File: src/rtl/rx3_pkg.sv
package rx3_pkg;
  localparam int LANES    = 3;
  localparam int SLOTS    = 12;
  localparam int WORD_W   = 8;
  localparam int WORDS    = 4;
  localparam int PAR_SLOT = WORD_W;
  localparam int TAIL     = SLOTS - PAR_SLOT - 1;

  typedef logic [LANES-1:0][SLOTS-1:0]  window_t;
  typedef logic [WORDS-1:0][WORD_W-1:0] word_set_t;
endpackage

File: src/rtl/rx3_lane_shift.sv
module rx3_lane_shift
  import rx3_pkg::*;
(
  input  logic             clk,
  input  logic             rst_n,
  input  logic [LANES-1:0] ser_i,
  output window_t          win_o
);
  window_t win_q, win_d;

  // newest bit enters the top slot, oldest leaves slot 0
  always_comb begin
    for (int l = 0; l < LANES; l++) begin
      win_d[l] = {ser_i[l], win_q[l][SLOTS-1:1]};
    end
  end

  always_ff @(posedge clk or negedge rst_n) begin
    if (!rst_n) win_q <= '0;
    else        win_q <= win_d;
  end

  assign win_o = win_q;
endmodule

File: src/rtl/rx3_frame_decode.sv
module rx3_frame_decode
  import rx3_pkg::*;
(
  input  window_t          win_i,
  output word_set_t        words_o,
  output logic [WORDS-1:0] perr_o,
  output logic             all_ok_o
);
  logic [WORDS-1:0] par_bit;

  genvar l, t, w;
  // the first three words each sit whole on one lane
  for (l = 0; l < LANES; l++) begin : g_lane_word
    assign words_o[l] = win_i[l][WORD_W-1:0];
    assign par_bit[l] = win_i[l][PAR_SLOT];
  end

  // the last word is spread over the tail slots of all lanes
  for (l = 0; l < LANES; l++) begin : g_tail_lane
    for (t = 0; t < TAIL; t++) begin : g_tail_slot
      localparam int IDX = l * TAIL + t;
      if (IDX < WORD_W) begin : g_data
        assign words_o[WORDS-1][IDX] = win_i[l][PAR_SLOT+1+t];
      end else begin : g_par
        assign par_bit[WORDS-1] = win_i[l][PAR_SLOT+1+t];
      end
    end
  end

  // odd parity: word plus parity bit must hold an odd count of ones
  for (w = 0; w < WORDS; w++) begin : g_check
    assign perr_o[w] = ~^{par_bit[w], words_o[w]};
  end

  assign all_ok_o = ~|perr_o;
endmodule

File: src/rtl/rx3_align_ctrl.sv
module rx3_align_ctrl
  import rx3_pkg::*;
#(
  parameter int LOCK_FRAMES   = 4,
  parameter int UNLOCK_FRAMES = 3
) (
  input  logic clk,
  input  logic rst_n,
  input  logic all_ok_i,
  output logic locked_o,
  output logic frame_tick_o
);
  localparam int PH_W   = $clog2(SLOTS);
  localparam int PASS_W = $clog2(LOCK_FRAMES + 1);
  localparam int FAIL_W = $clog2(UNLOCK_FRAMES + 1);
  localparam logic [PH_W-1:0]   LAST_PH  = PH_W'(SLOTS - 1);
  localparam logic [PASS_W-1:0] PASS_TOP = PASS_W'(LOCK_FRAMES - 1);
  localparam logic [FAIL_W-1:0] FAIL_TOP = FAIL_W'(UNLOCK_FRAMES - 1);

  logic [PH_W-1:0]   phase_q, phase_d;
  logic [PH_W-1:0]   lockph_q, lockph_d;
  logic              locked_q, locked_d;
  logic [FAIL_W-1:0] fail_q, fail_d;
  logic [PASS_W-1:0] pass_q [SLOTS];
  logic [PASS_W-1:0] pass_d [SLOTS];
  logic              tick, acquire, drop, lockph_en;

  always_comb begin
    phase_d   = (phase_q == LAST_PH) ? '0 : phase_q + 1'b1;
    tick      = locked_q && (phase_q == lockph_q);
    acquire   = !locked_q && all_ok_i && (pass_q[phase_q] == PASS_TOP);
    drop      = tick && !all_ok_i && (fail_q == FAIL_TOP);
    lockph_en = acquire;
    lockph_d  = phase_q;
    locked_d  = locked_q;
    fail_d    = fail_q;
    if (acquire) begin
      locked_d = 1'b1;
      fail_d   = '0;
    end else if (tick) begin
      if (all_ok_i) begin
        fail_d = '0;
      end else if (drop) begin
        locked_d = 1'b0;
        fail_d   = '0;
      end else begin
        fail_d = fail_q + 1'b1;
      end
    end
  end

  // one pass-run counter per candidate offset; idle while locked
  always_comb begin
    for (int o = 0; o < SLOTS; o++) begin
      if (locked_q || acquire)        pass_d[o] = '0;
      else if (phase_q == PH_W'(o))   pass_d[o] = all_ok_i ? pass_q[o] + 1'b1 : '0;
      else                            pass_d[o] = pass_q[o];
    end
  end

  always_ff @(posedge clk or negedge rst_n) begin
    if (!rst_n) begin
      phase_q  <= '0;
      lockph_q <= '0;
      locked_q <= 1'b0;
      fail_q   <= '0;
      for (int o = 0; o < SLOTS; o++) pass_q[o] <= '0;
    end else begin
      phase_q  <= phase_d;
      locked_q <= locked_d;
      fail_q   <= fail_d;
      if (lockph_en) lockph_q <= lockph_d;
      for (int o = 0; o < SLOTS; o++) pass_q[o] <= pass_d[o];
    end
  end

  assign locked_o     = locked_q;
  assign frame_tick_o = tick;

  genvar g;
  for (g = 0; g < SLOTS; g++) begin : g_pass_chk
    // a run never reaches the lock count without locking
    assert_pass_bound_R3: assert property (@(posedge clk) disable iff (!rst_n)
      pass_q[g] <= PASS_TOP);
    // no stale search history survives while locked
    assert_search_cleared_R7: assert property (@(posedge clk) disable iff (!rst_n)
      locked_q |-> (pass_q[g] == '0));
  end

  assert_fail_bound_R6: assert property (@(posedge clk) disable iff (!rst_n)
    fail_q <= FAIL_TOP);

  assert_drop_cause_R6: assert property (@(posedge clk) disable iff (!rst_n)
    $fell(locked_q) |-> $past(tick && !all_ok_i));

  assert_tick_single_R4: assert property (@(posedge clk) disable iff (!rst_n)
    tick |=> !tick);
endmodule

File: src/rtl/rx3_frame_rx.sv
module rx3_frame_rx
  import rx3_pkg::*;
#(
  parameter int LOCK_FRAMES   = 4,
  parameter int UNLOCK_FRAMES = 3
) (
  input  logic              clk,
  input  logic              rst_n,
  input  logic [LANES-1:0]  ser_i,
  output logic              frame_vld_o,
  output logic [WORD_W-1:0] word_a_o,
  output logic [WORD_W-1:0] word_b_o,
  output logic [WORD_W-1:0] word_c_o,
  output logic [WORD_W-1:0] word_d_o,
  output logic [WORDS-1:0]  par_err_o,
  output logic              lock_o
);
  window_t          win;
  word_set_t        words, words_q, words_d;
  logic [WORDS-1:0] perr, perr_q, perr_d;
  logic             all_ok, tick, locked;
  logic             vld_q, vld_d;

  rx3_lane_shift i_shift (
    .clk   (clk),
    .rst_n (rst_n),
    .ser_i (ser_i),
    .win_o (win)
  );

  rx3_frame_decode i_decode (
    .win_i    (win),
    .words_o  (words),
    .perr_o   (perr),
    .all_ok_o (all_ok)
  );

  rx3_align_ctrl #(
    .LOCK_FRAMES   (LOCK_FRAMES),
    .UNLOCK_FRAMES (UNLOCK_FRAMES)
  ) i_align (
    .clk          (clk),
    .rst_n        (rst_n),
    .all_ok_i     (all_ok),
    .locked_o     (locked),
    .frame_tick_o (tick)
  );

  always_comb begin
    vld_d   = tick;
    words_d = words;
    perr_d  = perr;
  end

  always_ff @(posedge clk or negedge rst_n) begin
    if (!rst_n) begin
      vld_q   <= 1'b0;
      words_q <= '0;
      perr_q  <= '0;
    end else begin
      vld_q <= vld_d;
      if (tick) begin
        words_q <= words_d;
        perr_q  <= perr_d;
      end
    end
  end

  assign frame_vld_o = vld_q;
  assign word_a_o    = words_q[0];
  assign word_b_o    = words_q[1];
  assign word_c_o    = words_q[2];
  assign word_d_o    = words_q[3];
  assign par_err_o   = perr_q;
  assign lock_o      = locked;

  assert_vld_needs_lock_R4: assert property (@(posedge clk) disable iff (!rst_n)
    frame_vld_o |-> $past(lock_o));

  assert_vld_pulse_R4: assert property (@(posedge clk) disable iff (!rst_n)
    frame_vld_o |=> !frame_vld_o);

  assert_hold_between_R5: assert property (@(posedge clk) disable iff (!rst_n)
    !frame_vld_o |-> ($stable(words_q) && $stable(perr_q)));
endmodule

File: config.mk
export PLATFORM = sky130hd
export DESIGN_NAME = rx3_frame_rx
export DESIGN_NICKNAME = d
export VERILOG_FILES = /design/src/rtl/rx3_pkg.sv /design/src/rtl/rx3_lane_shift.sv /design/src/rtl/rx3_frame_decode.sv /design/src/rtl/rx3_align_ctrl.sv /design/src/rtl/rx3_frame_rx.sv
export SDC_FILE = /design/constraint.sdc
export NUM_CORES = 1
export LEC_CHECK = 0
export ABC_AREA = 1
export BUFFER_PORTS_ARGS = -buffer_cell sky130_fd_sc_hd__buf_2
export CORE_MARGIN = 2
export CORE_UTILIZATION = 45
export DETAILED_ROUTE_END_ITERATION = 7
export PLACE_DENSITY = 0.76
export SYNTH_ARGS = -nofsm -noshare
export SYNTH_HDL_FRONTEND = slang
export SYNTH_SLANG_ARGS = --single-unit
File: constraint.sdc
create_clock -name clk -period 1.8 [get_ports clk]
set_input_delay 0.09 -clock clk [delete_from_list [all_inputs] [get_ports clk]]
set_output_delay 0.09 -clock clk [all_outputs]
set_load 0.02 [all_outputs]
==> flow_summary.ini <==
[outcome]
status = finished, violations left
violations = setup timing

[floorplan]
ios = 43
fp.dieW_microns = 120
dieHeight_microns = 120
core_area_sq_mm = 0.0132
start_util = 0.460
die_area_sq_mm = 0.0144
rows = 42

[placed_design]
gp_congestion = 0.890
place_hpwl_mm = 8.68
port_buffers = 42
pre_cts_ws_ps = -19.5

[synth]
synth_fa_ha_area_frac = 0.0330
synth_top_family_by_area = simple AND/OR/NAND/NOR gates
synth_mux_area_frac = 0
synth-xor-area-share = 0.0202
synth_compound_area_frac = 0.0937
synthSimpleGateAreaFrac = 0.267
yosysSeqAreaShare = 0.495
yosysUniqueCellTypes = 25
ys_seq_elements = 120
syn_area_per_cell_sq_um = 8.16
synth_nets = 764
yosys_warnings = 0
synth_area_sq_mm = 0.00606
synthCells = 743

[worst_setup_path]
reg2reg_depth = 15
reg2reg_from = i_shift.win_o[17]
startpoint_type = flip-flop
worstPathRequired_ps = 2110
cp_max_fo = 8
timing.rr.end = i_align.pass_q[6]
criticalPathCategory = flip-flop to flip-flop
arrival_ps = 2230
worst_path_largest_cell_delay_ps = 420
cp_common_cell = nand2_2
worst_path_max_delay_cell = dfrtp_1
rrSetupSlack_ps = -120
end_kind = flip-flop
cp_cell_sequence = inv_2, nand2_2, nand2_2, inv_2, nand2_1, nand2_1, inv_1, nand3_2, nand2_2, nand2_4, nor2_8, nand2_4, nand2_8, clkbuf_16, a21oi_2

[global_routing]
grt_max_degree = 49
antenna_found_initial = 0
use_met1 = 0.231
grt_pass1_vias = 4743
grt-ovfl-total = 0
use_met3 = 0.0556
grt_pass1_wl_mm = 21.6
met2_usage = 0.314
top_usage_layer = met2
grtUsageTotal = 0.189

[detailed_routing]
drtPass1Iterations = 5
drc = 0
routedWlPerCell_microns = 14.2
routed_wl_mm = 14.6
drt_iter0_drc = 311
vias_per_cell = 4.97
vias = 5101
ant_nets = 0

[cts]
htreeDepth = 4
path_clk_slew_ps = 60
cts_root_buf = clkbuf_16
cts_num_sinks = 120
cts_buffers = 17
clock_path_buffers = 2
cts_tree = done
clk_latency_ps = 420

[finish]
final_common_cell = nand2_1
drive_gt1_frac = 0.253
regArea_sq_mm = 0.00300
multi_input_area_sq_mm = 0.00266
num-fill-cells = 1095
diodes = 0
final_cell_mix = 253 x nand2_1, 120 x dfrtp_1, 74 x inv_1
fin_util = 0.586
syn_to_final_growth_pct = 27.5
nets = 859

[timing]
finalHoldViolations = 0
skew_ps = 8.85
fmax_ghz = 0.521
worstMarginPinSlew_ps = 566
max_slew_margin = 0.623
setup_slack_ps = -119
setup_violations = 50
rsz0062_at_grt = yes
slew_viol_final = 0
period_minus_slack_ps = 1920
min_period_over_period = 1.07

[power_and_ir_drop]
p_leak_nw = 4.08
cellPowerDensity_mw_per_mm2 = 859
ir_drop_v = 0.000817

[flow_run]
drv_cap = 0

[min_path]
hold_path_class = input port to asynchronous set/reset pin
## timing repair
| item | 4_1_cts | 5_1_grt |
|---|---|---|
| endpoints found under the hold margin | 38 | 0 |
| cloned | 0 | 12 |
| pin swaps | 0 | 13 |
| setup endpoints to repair | 40 | 80 |
| hold buffers | 4 | 0 |
| setup buffers | 0 | 13 |
| gates resized for setup | 9 | 62 |
## layout make-up
| class | count | share of cell area |
|---|---|---|
| sequential | 120 | 0.388 |
| inverter | 91 | 0.0452 |
| clock inverter | 11 | 0.0162 |
| timing repair buffer | 96 | 0.119 |
| multi-input combinational | 512 | 0.344 |
| clock buffer | 21 | 0.0583 |
| tap | 176 | 0.0285 |
## through the flow
| step | instances | power [mW] | area [sq um] | TNS (ps) | hold WS [ps] |
|---|---|---|---|---|---|
| 6_report | 1027 | 6.64 | 7730 | -3910 | 209 |
| 3_5_place_dp | 966 | 3.29 | 6610 | -89.9 | 120 |
| 2_1_floorplan | 743 | 3.14 | 6060 | 0 | -206 |
| 5_1_grt | 1027 | 6.89 | 7730 | -10390 | 250 |
| 4_1_cts | 1002 | 6.61 | 7240 | -11.2 | 227 |
| 3_3_place_gp | 966 | 3.28 | 6610 | -6.10 | 120 |
## cells in the mapped netlist, drive strengths merged
cell type	count	area [sq um]
xor2	14	123
clkbuf	4	18.8
dfrtp	120	3000
nor2	46	189
inv	91	347
a21oi	38	303
buf	17	183
nand2	282	1090
ha	16	200
nand3	57	285
nand4	3	18.8
nand3b	5	37.5
o21ai	50	265
## cell families (layout without fill, tap and decap cells)
kind of cell | Yosys count | after routing
DFF | 120 | 120
and+or+nand+nor | 393 | 394
xor gates and xnor gates | 14 | 14
AOI/OAI and AO/OA | 88 | 88
adders and majority gates | 16 | 16
buffers and inverters | 112 | 219
## how the worst max path moves through the flow
stage / from / end / slack (ps)
after floorplan: i_align.lockph_d[0] / i_align.pass_q[2] / 90
after global placement: i_align.lockph_d[0] / i_align.pass_q[13] / -2
after detailed placement: i_align.lockph_d[0] / i_align.pass_q[13] / -20
after CTS: i_shift.win_o[16] / i_align.pass_q[17] / -10
after global routing: i_shift.win_o[17] / i_align.pass_q[1] / -220
final: i_shift.win_o[17] / i_align.pass_q[6] / -120
## flip-flops by register name, summed over array words and instances, names as in the netlist
name,cells
word_c_o,8
i_align.lockph_q,4
i_align.locked_o,1
i_align.lockph_d,4
frame_vld_o,1
word_d_o,8
par_err_o,4
i_shift.win_o,36
word_b_o,8
i_align.pass_q,36
word_a_o,8
i_align.fail_q,2
## where the power goes
part | leakage [nW] | internal (mW) | switching (mW)
clock network | 0.265 | 2.07 | 1.24
logic | 2.23 | 0.184 | 0.321
registers | 1.59 | 2.76 | 0.0673
total | 4.08 | 5.02 | 1.63
## routing by layer
metal / wire length (microns) / vias to the layer above
met2: 7420 / 108
met5: 0 / -
met4: 329 / 0
li1: - / 2520
met3: 579 / 24
met1: 6280 / 2449
## worst max-delay path, delay by kind of cell, from the launching register on
kind,cells,cell delay [ps]
AO/OA/AOI/OAI,1,40
flip-flops,1,420
AND/OR/NAND/NOR,10,950
buffers and inverters,4,380
No activity file was read; power rests on OpenSTA's default activity.
